[config.mk]
export PLATFORM = sky130hd
export DESIGN_NAME = gpio_mux_port
export DESIGN_NICKNAME = d
export VERILOG_FILES = /design/src/rtl/gpio_mux_port.sv
export SDC_FILE = /design/constraint.sdc
export NUM_CORES = 1
export LEC_CHECK = 0
export ABC_AREA = 1
export BUFFER_PORTS_ARGS = -buffer_cell sky130_fd_sc_hd__buf_4
export CORE_UTILIZATION = 47
export DETAILED_ROUTE_END_ITERATION = 10
export PLACE_DENSITY = 0.77
export SLEW_MARGIN = 20
export SYNTH_ARGS = -nofsm -noshare
export SYNTH_HDL_FRONTEND = slang
export SYNTH_SLANG_ARGS = --single-unit
[constraint.sdc]
create_clock -name clk -period 1.05 [get_ports clk]
set_clock_uncertainty 0.05 [all_clocks]
set_input_delay 0.0525 -clock clk [delete_from_list [all_inputs] [get_ports clk]]
set_output_delay 0.0525 -clock clk [all_outputs]
set_load 0.02 [all_outputs]
[src/rtl/gpio_mux_port.sv]
module gpio_mux_port #(
  parameter int WIDTH = 8,
  parameter int SYNC_STAGES = 2
) (
  input  logic             clk,
  input  logic             rst_n,
  input  logic             hw_stby,
  input  logic             sw_stby,
  input  logic             reg_wr,
  input  logic             reg_sel,
  input  logic [WIDTH-1:0] reg_wdata,
  output logic [WIDTH-1:0] reg_rdata,
  input  logic [2:0]       mode,
  input  logic [2:0]       tmr_io,
  input  logic             tmr_pwm,
  input  logic             tmr_out,
  output logic             tmr_cap_in,
  input  logic             pls_en,
  input  logic             pls_out,
  input  logic             addr_bit,
  input  logic [WIDTH-1:0] pin_in,
  output logic [WIDTH-1:0] pin_oe,
  output logic [WIDTH-1:0] pin_out
);
  localparam int TOP = WIDTH - 1;

  logic [WIDTH-1:0] data_q, dir_q, pin_sync;
  logic [WIDTH-1:0] sync_q [SYNC_STAGES];
  logic addr_mode, cmp_sel, tmr_own, wr_ok;

  always_ff @(posedge clk or negedge rst_n) begin
    if (!rst_n) begin
      for (int i = 0; i < SYNC_STAGES; i++) sync_q[i] <= '0;
    end else begin
      sync_q[0] <= pin_in;
      for (int i = 1; i < SYNC_STAGES; i++) sync_q[i] <= sync_q[i-1];
    end
  end
  assign pin_sync = sync_q[SYNC_STAGES-1];

  assign wr_ok = reg_wr && !hw_stby && !sw_stby;

  always_ff @(posedge clk or negedge rst_n) begin
    if (!rst_n) begin
      data_q <= '0;
      dir_q  <= '0;
    end else if (hw_stby) begin
      data_q <= '0;
      dir_q  <= '0;
    end else if (wr_ok) begin
      if (reg_sel) dir_q <= reg_wdata;
      else         data_q <= reg_wdata;
    end
  end

  assign reg_rdata = reg_sel ? dir_q : ((dir_q & data_q) | (~dir_q & pin_sync));

  assign addr_mode = (mode == 3'd3) || (mode == 3'd4) || (mode == 3'd6);
  assign cmp_sel   = !tmr_io[2] && (tmr_io[1:0] != 2'b00);
  assign tmr_own   = !addr_mode && (cmp_sel || tmr_pwm);

  always_comb begin
    pin_oe  = dir_q;
    pin_out = data_q;
    if (addr_mode) begin
      pin_oe[TOP]  = 1'b1;
      pin_out[TOP] = addr_bit;
    end else if (tmr_own) begin
      pin_oe[TOP]  = 1'b1;
      pin_out[TOP] = tmr_out;
    end else if (dir_q[TOP] && pls_en) begin
      pin_out[TOP] = pls_out;
    end
    if (hw_stby) pin_oe = '0;
  end

  assign tmr_cap_in = !addr_mode && tmr_io[2] && !tmr_pwm && pin_sync[TOP];

  a_r1_write: assert property (@(posedge clk) disable iff (!rst_n)
    (reg_wr && !reg_sel && !hw_stby && !sw_stby) |=> data_q == $past(reg_wdata));

  a_r4_clear: assert property (@(posedge clk) disable iff (!rst_n)
    hw_stby |=> (data_q == '0 && dir_q == '0));

  a_r4_float: assert property (@(posedge clk) disable iff (!rst_n)
    hw_stby |-> pin_oe == '0);

  a_r5_hold: assert property (@(posedge clk) disable iff (!rst_n)
    (sw_stby && !hw_stby) |=> ($stable(data_q) && $stable(dir_q)));

  a_r6_addr: assert property (@(posedge clk) disable iff (!rst_n)
    (addr_mode && !hw_stby) |-> (pin_oe[TOP] && pin_out[TOP] == addr_bit));

  a_r7_timer: assert property (@(posedge clk) disable iff (!rst_n)
    (!addr_mode && tmr_pwm && !hw_stby) |-> (pin_oe[TOP] && pin_out[TOP] == tmr_out));

  a_r9_cap_off: assert property (@(posedge clk) disable iff (!rst_n)
    (!tmr_io[2] || tmr_pwm || addr_mode) |-> !tmr_cap_in);

  a_r10_low: assert property (@(posedge clk) disable iff (!rst_n)
    !hw_stby |-> (pin_oe[TOP-1:0] == dir_q[TOP-1:0] && pin_out[TOP-1:0] == data_q[TOP-1:0]));
endmodule

==> qor.txt, run 1 <==
Status: complete, but fails checks
Failing checks: design-rule violations, negative setup slack
Worst Tran Pin Value: 0.400 ns
Total of max-cap violations: 0
Post-route minimum period: 1.37 ns
Antenna viol nets, final: 0
Post-Synth XOR/XNOR Area: 0
CP Capture Type: primary output
Longest Clk Path Bufs: 2
Fin crit share: 1.31
CTS tree: built
Via count: 1,345
Fmax: 729 MHz
Area growth from synthesis to layout: 49.4%
Pwr/cell area: 1300 nW/um^2
WL met3: 178 microns
Clock share of power: 0.319
Crit-path slowest cell: dfrtp_1
Syn_nets: 201
Die Span Y: 57.9 microns
Chip width: 57.9 microns
Slew Limit Fails: 0
Placed cell count: 245
Synth Register Bits: 32
Most frequent cells in the layout: buf_4 (52), dfrtp_1 (32), nand2_1 (29), inv_1 (27), nor2_1 (16)
Slowest cell delay on critical path: 0.42 ns
Internal power: 2.10 mW
Compound-Gate Fraction of Synth Area: 0.121
Gate power share: 0.213
Count of cell types in the netlist: 19
Final worst setup slack: -0.322 ns
I/O Buffers: 57
Switching Share: 0.268
Largest net degree at the start of global routing: 33
Post-layout net count: 275
Initial antenna violation count: 0
Cell row count: 19
RSZ-0062 raised after global routing: yes
GRT overflow: 0
Critical path class: register to primary output
DP HPWL: 2280 microns
Hold WC Path Type: input port to register
Residual DRC count: 3
Clock slew at the register clock pins of the worst setup and hold paths: 0.10 ns
M1 wire length: 1370 microns
Clk root buf: clkbuf_4
CP dominant cell by count: nand2_1
Worst Path Required: 0.95 ns
Most common cell after layout, fill and taps aside: buf_4
Skew-Pair Late Insertion Delay: 0.33 ns
Met2 wire length: 1980 microns
Power share of the sequential group: 0.468
Setup TNS: -2.89 ns
LEAKAGE: 1.15 nW
Cells after Synth: 168
GRT Util Overall: 0.230
Drt pass-1 iters: 7
# H-tree levels: 2
Setup slack at placement: 0.0308 ns
Adder-cell share of the synthesized area: 0
CP Data Arrival Time: 1.27 ns
Worst-path fanout max: 5
Fin. Hold Viols: 0
Final setup violation count: 22
Peak VDD IR: 0.977 mV
Antenna Cells: 0
Gpl congestion: 0.749
Wire per inst: 13.1 microns
YS warnings: 0
Mux cell area share after synthesis: 0
Non-Filler Instances: 274
Largest family of logic cells by synthesized area: simple AND/OR/NAND/NOR gates
Core Area: 2850 sq um
Slew HR: 0.733
Synthesized area: 1470 sq um
Avg Inst Size Synth: 8.74 sq um
Vias in the first global route: 1,369
Vias per cell: 4.91
Initial drt markers: 32
Top sig layer: met4
CP startpoint kind: register
Initial Utilization: 0.514
Layout cells sized above 1: 0.403
First-pass GRT wire length: 5710 microns
Ports: 58
Post-synthesis simple-gate area fraction: 0.185
Drt total wl: 3580 microns
Die area: 3350 sq um
CTS sink count: 32
Switch Pwr: 0.766 mW
Cts bufs inserted: 5
Post-synthesis sequential area ratio: 0.546
Crit-path cells: nand2_1 -> nand2_1 -> nand2_1 -> inv_1 -> nand2_1 -> nand3_1 -> nand2_1 -> buf_6
[critical path, delay by kind of cell, from the launching register on]
kind,cells,cell delay [ns]
flip-flops,1,0.42
AND/OR/NAND/NOR,6,0.37
buffers and inverters,2,0.14
[cell usage after synthesis]
master	instances	area, sq um
inv_2	2	7.51
nand3b_1	1	7.51
buf_4	9	67.6
inv_1	32	120
dfrtp_1	32	801
nor2_1	18	67.6
o21ai_2	6	52.6
nor3_1	1	5.00
buf_6	2	22.5
nand3_1	7	35.0
a21oi_1	6	30.0
nand2_2	1	6.26
nand2_4	2	22.5
o21ai_0	10	50.1
nor2_2	2	12.5
nand2_1	29	109
a31oi_1	6	37.5
o31ai_1	1	7.51
nor2b_1	1	6.26
[cells by family (layout without fill, tap and decap cells)]
logic type | count (synthesis) | after routing
flip-flops | 32 | 32
AND/OR/NAND/NOR | 62 | 62
AO/OA/AOI/OAI | 29 | 29
buffers and inverters | 45 | 120
[final timing paths]
kind | endpoint | start | depth (start not counted) | slack [ns]
worst max-delay path | pin_out[7] | dir_q[7] | 8 | -0.32
worst min-delay path | data_q[5] | reg_wdata[5] | 5 | 0.02
worst max register to register | dir_q[5] | dir_q[5] | 3 | 0.17
worst min register to register | pin_sync[5] | sync_q[13] | 0 | 0.30
max in group asynchronous | dir_q[5] | rst_n | 2 | 0.53
min in group asynchronous | sync_q[11] | rst_n | 2 | 0.13
[through the flow]
| stage | hold WS, ns | power (mW) | area (sq um) | utilization |
|---|---|---|---|---|
| final | 0.0212 | 2.86 | 2190 | 0.769 |
| after floorplan | -0.293 | 1.65 | 1470 | - |
| after detailed placement | -0.0404 | 1.86 | 1850 | 0.648 |
| after CTS | 0.00278 | 2.86 | 2140 | 0.752 |
| after global placement | -0.0460 | 1.84 | 1850 | 0.648 |
| after global routing | 0.0412 | 2.99 | 2190 | 0.769 |
[power by group through the flow]
stage | combinational, mW | sequential, mW | clock, mW
3_5_place_dp | 0.499 | 1.36 | 0
3_3_place_gp | 0.487 | 1.35 | 0
2_1_floorplan | 0.300 | 1.35 | 0
6_report | 0.609 | 1.34 | 0.913
4_1_cts | 0.594 | 1.33 | 0.936
5_1_grt | 0.663 | 1.35 | 0.982
[layout make-up]
| cell class | instances | area [sq um] |
|---|---|---|
| Fill cell | 195 | 659 |
| Clock inverter | 2 | 35.0 |
| Timing Repair Buffer | 78 | 666 |
| Sequential cell | 32 | 801 |
| Tap cell | 31 | 38.8 |
| Inverter | 34 | 128 |
| Clock buffer | 6 | 41.3 |
| Multi-Input combinational cell | 91 | 484 |
[metal layers]
| metal | vias to the layer above | GRT usage |
|---|---|---|
| met4 | 0 | 0.0918 |
| met5 | - | 0 |
| met1 | 636 | 0.257 |
| met3 | 7 | 0.0513 |
| met2 | 44 | 0.424 |
| li1 | 658 | - |
[registers in the layout (all words and copies together) (netlist names)]
signal and count:
data_q 8, dir_q 8, sync_q 8, pin_sync 8
[timing repair]
item / in CTS / in global routing
hold endpoints to repair: 45 / 0
cloned: 0 / 0
hold buffers: 14 / 0
gates resized for setup: 13 / 15
pin swaps: 4 / 4
setup endpoints to repair: 18 / 22
setup buffers: 5 / 4
Power figures use the tool's default switching activity.
==> run 2: changes to the inputs <==
Settings changed: CELL_PAD_IN_SITES_DETAIL_PLACEMENT set to 0, CELL_PAD_IN_SITES_GLOBAL_PLACEMENT set to 1, CORE_UTILIZATION 47 to 34.
==> run 2 against run 1 <==
The run ends with negative setup slack left; flip-flop and latch count did not move; critical path depth did not move; first-iteration DRC count fell by 38%; final cell count rose by 6.9%; utilization fell by 20 points; critical path type unchanged; combinational power rose by 3.8%; final area rose by 5.8%; wire length fell by 5.1%; clock power rose by 27%.
==> qor.txt, run 2 (synthesized netlist as in run 1, its figures left out) <==
Layout cells sized above 1: 0.477 (+0.0741)
Vias per cell: 4.38 (-11%)
Drt pass-1 iters: 4 (-3)
GRT overflow: 0 (unchanged)
Skew-Pair Late Insertion Delay: 0.28 ns (-0.05 ns)
Clk root buf: clkbuf_8
Slowest cell delay on critical path: 0.42 ns (about the same)
Total of max-cap violations: 0 (unchanged)
CP Capture Type: primary output
Worst Path Required: 0.95 ns (about the same)
Met3 GRT Util: 0.0557 (+0.00440)
Cts bufs inserted: 5 (unchanged)
Fin crit share: 1.23 (-0.0790)
Switching Share: 0.259 (-0.00835)
CP Data Arrival Time: 1.19 ns (-0.08 ns)
Cell row count: 23 (+4)
Hold WC Path Type: input port to register
Gate power share: 0.202 (-0.011)
Critical path class: register to primary output
Peak VDD IR: 0.888 mV (-9.1%)
Wire per inst: 11.6 microns (-11%)
Setup slack at placement: 0.0362 ns (+0.00543 ns)
CTS sink count: 32 (unchanged)
# H-tree levels: 2 (unchanged)
CP top delay family: flip-flops
Ports: 58 (unchanged)
Register area: 801 sq um (unchanged)
Slew HR: 0.732 (-0.00128)
Vias in the first global route: 1,127 (-18%)
Worst Tran Pin Value: 0.402 ns (+0.00192 ns)
Most frequent cells in the layout: buf_4 (52), dfrtp_1 (32), nand2_1 (28), inv_1 (21), buf_6 (16)
Clock slew at the register clock pins of the worst setup and hold paths: 0.07 ns (-0.03 ns)
Final worst setup slack: -0.239 ns (+0.0830 ns)
Gr busiest metal: met2
Antenna Cells: 0 (unchanged)
CP startpoint kind: register
Multi-input gate area: 542 sq um (+12%)
Switch Pwr: 0.812 mW (+5.9%)
Internal power: 2.32 mW (+11%)
Chip width: 67.7 microns (+17%)
WP buf/inv: 2 (unchanged)
Slew Limit Fails: 0 (unchanged)
Area growth from synthesis to layout: 58.1%
Residual DRC count: 0 (-3)
Final Util: 0.568 (-0.201)
Clock share of power: 0.369 (+0.050)
DP HPWL: 2340 microns (+2.7%)
Power share of the sequential group: 0.429 (-0.039)
Worst-path fanout max: 5 (unchanged)
GRT Util Overall: 0.161 (-0.0694)
Crit-path cells: nand2_1 -> nand2_1 -> nand2_1 -> inv_1 -> nand2_1 -> nand3_1 -> nand2_1 -> buf_6
Fmax: 776 MHz (+6.4%)
Drt total wl: 3400 microns (-5.1%)
Pwr/cell area: 1350 nW/um^2 (+3.3%)
Final setup violation count: 17 (-23%)
RSZ-0062 raised after global routing: yes
Status: complete, but fails checks
Initial antenna violation count: 0 (unchanged)
Die area: 4580 sq um (+37%)
Longest Clk Path Bufs: 2 (unchanged)
Tot Pwr: 3.13 mW (+9.4%)
Gpl congestion: 0.752 (+0.37%)
Via count: 1,284 (-4.5%)
First-pass GRT wire length: 5120 microns (-10%)
Fin. Hold Viols: 0 (unchanged)
CTS tree: built
Fillers: 389 (+99%)
Post-route minimum period: 1.29 ns (-0.0830 ns)
Failing checks: negative setup slack
Die Span Y: 67.7 microns (+17%)
Crit-path slowest cell: dfrtp_1
Antenna viol nets, final: 0 (unchanged)
I/O Buffers: 57 (unchanged)
Met1 Track Usage GR: 0.197 (-0.0601)
LEAKAGE: 1.17 nW (+1.9%)
Largest net degree at the start of global routing: 33 (unchanged)
Post-layout net count: 275 (unchanged)
Core Area: 4090 sq um (+43%)
CP dominant cell by count: nand2_1
Setup TNS: -1.62 ns (+1.27 ns)
Initial Utilization: 0.359 (-0.155)
Most common cell after layout, fill and taps aside: buf_4
Met2 usage: 0.254 (-0.170)
Initial drt markers: 20 (-38%)
run 2: cell types whose count changed in the layout (fill, tap and decap cells not counted), moves of 2 or more:
cell           change
nor2_1             -5
clkbuf_4           -5
nor2_2             -2
dlygate4sd3_1      -5
buf_6              +4
inv_2              +6
inv_1              -6
nor2_4             +7
clkbuf_8           +5
run 2: tightest hold or removal path, cell delays in order:
cell and delay [ns]:
buf_4 0.11, inv_1 0.04, nor2_1 0.04, nand2_1 0.06, nand2_1 0.04
run 2: layout make-up:
type / instances / share of cell area
clock inverter: 2 / 0.0151
clock buffer: 6 / 0.0313
timing repair buffer: 78 / 0.293
tap: 50 / 0.0270
sequential: 32 / 0.345
inverter: 34 / 0.0550
multi-input combinational: 91 / 0.233
run 2: power by group through the flow:
stage	sequential [mW]	combinational (mW)	clock, mW
2_1_floorplan	1.35	0.300	0
3_3_place_gp	1.35	0.516	0
3_5_place_dp	1.36	0.518	0
4_1_cts	1.34	0.599	1.18
5_1_grt	1.35	0.690	1.24
6_report	1.34	0.632	1.16
run 2: through the flow:
step | instance area [sq um] | hold WS, ns | std cells
2_1_floorplan | 1470 | -0.293 | 168
3_3_place_gp | 1910 | -0.0346 | 267
3_5_place_dp | 1910 | -0.0380 | 267
4_1_cts | 2210 | 0.0370 | 292
5_1_grt | 2320 | 0.0530 | 293
6_report | 2320 | 0.0427 | 293
run 2: path summary, 6_finish.rpt:
kind                               from     endpoint  slack [ns]  cells after the start
max                            dir_q[7]   pin_out[7]       -0.24                      8
min                        reg_wdata[2]    data_q[2]        0.04                      5
max reg2reg                    dir_q[2]     dir_q[2]        0.17                      3
min reg2reg                  sync_q[15]  pin_sync[7]        0.30                      0
max in group asynchronous         rst_n  pin_sync[1]        0.46                      2
min in group asynchronous         rst_n  pin_sync[6]        0.18                      2
run 2: what timing repair did:
item,in CTS,in global routing
cloned,0,0
pin swaps,9,8
hold buffers,9,0
endpoints found under the hold margin,40,0
setup endpoints to repair,18,22
gates resized for setup,16,35
buffers inserted,8,2
run 2: per-layer routing:
layer,routed length [microns],part of all wire
met4,56,0.016
met2,1610,0.47
met5,0,0
met1,1530,0.45
met3,205,0.060
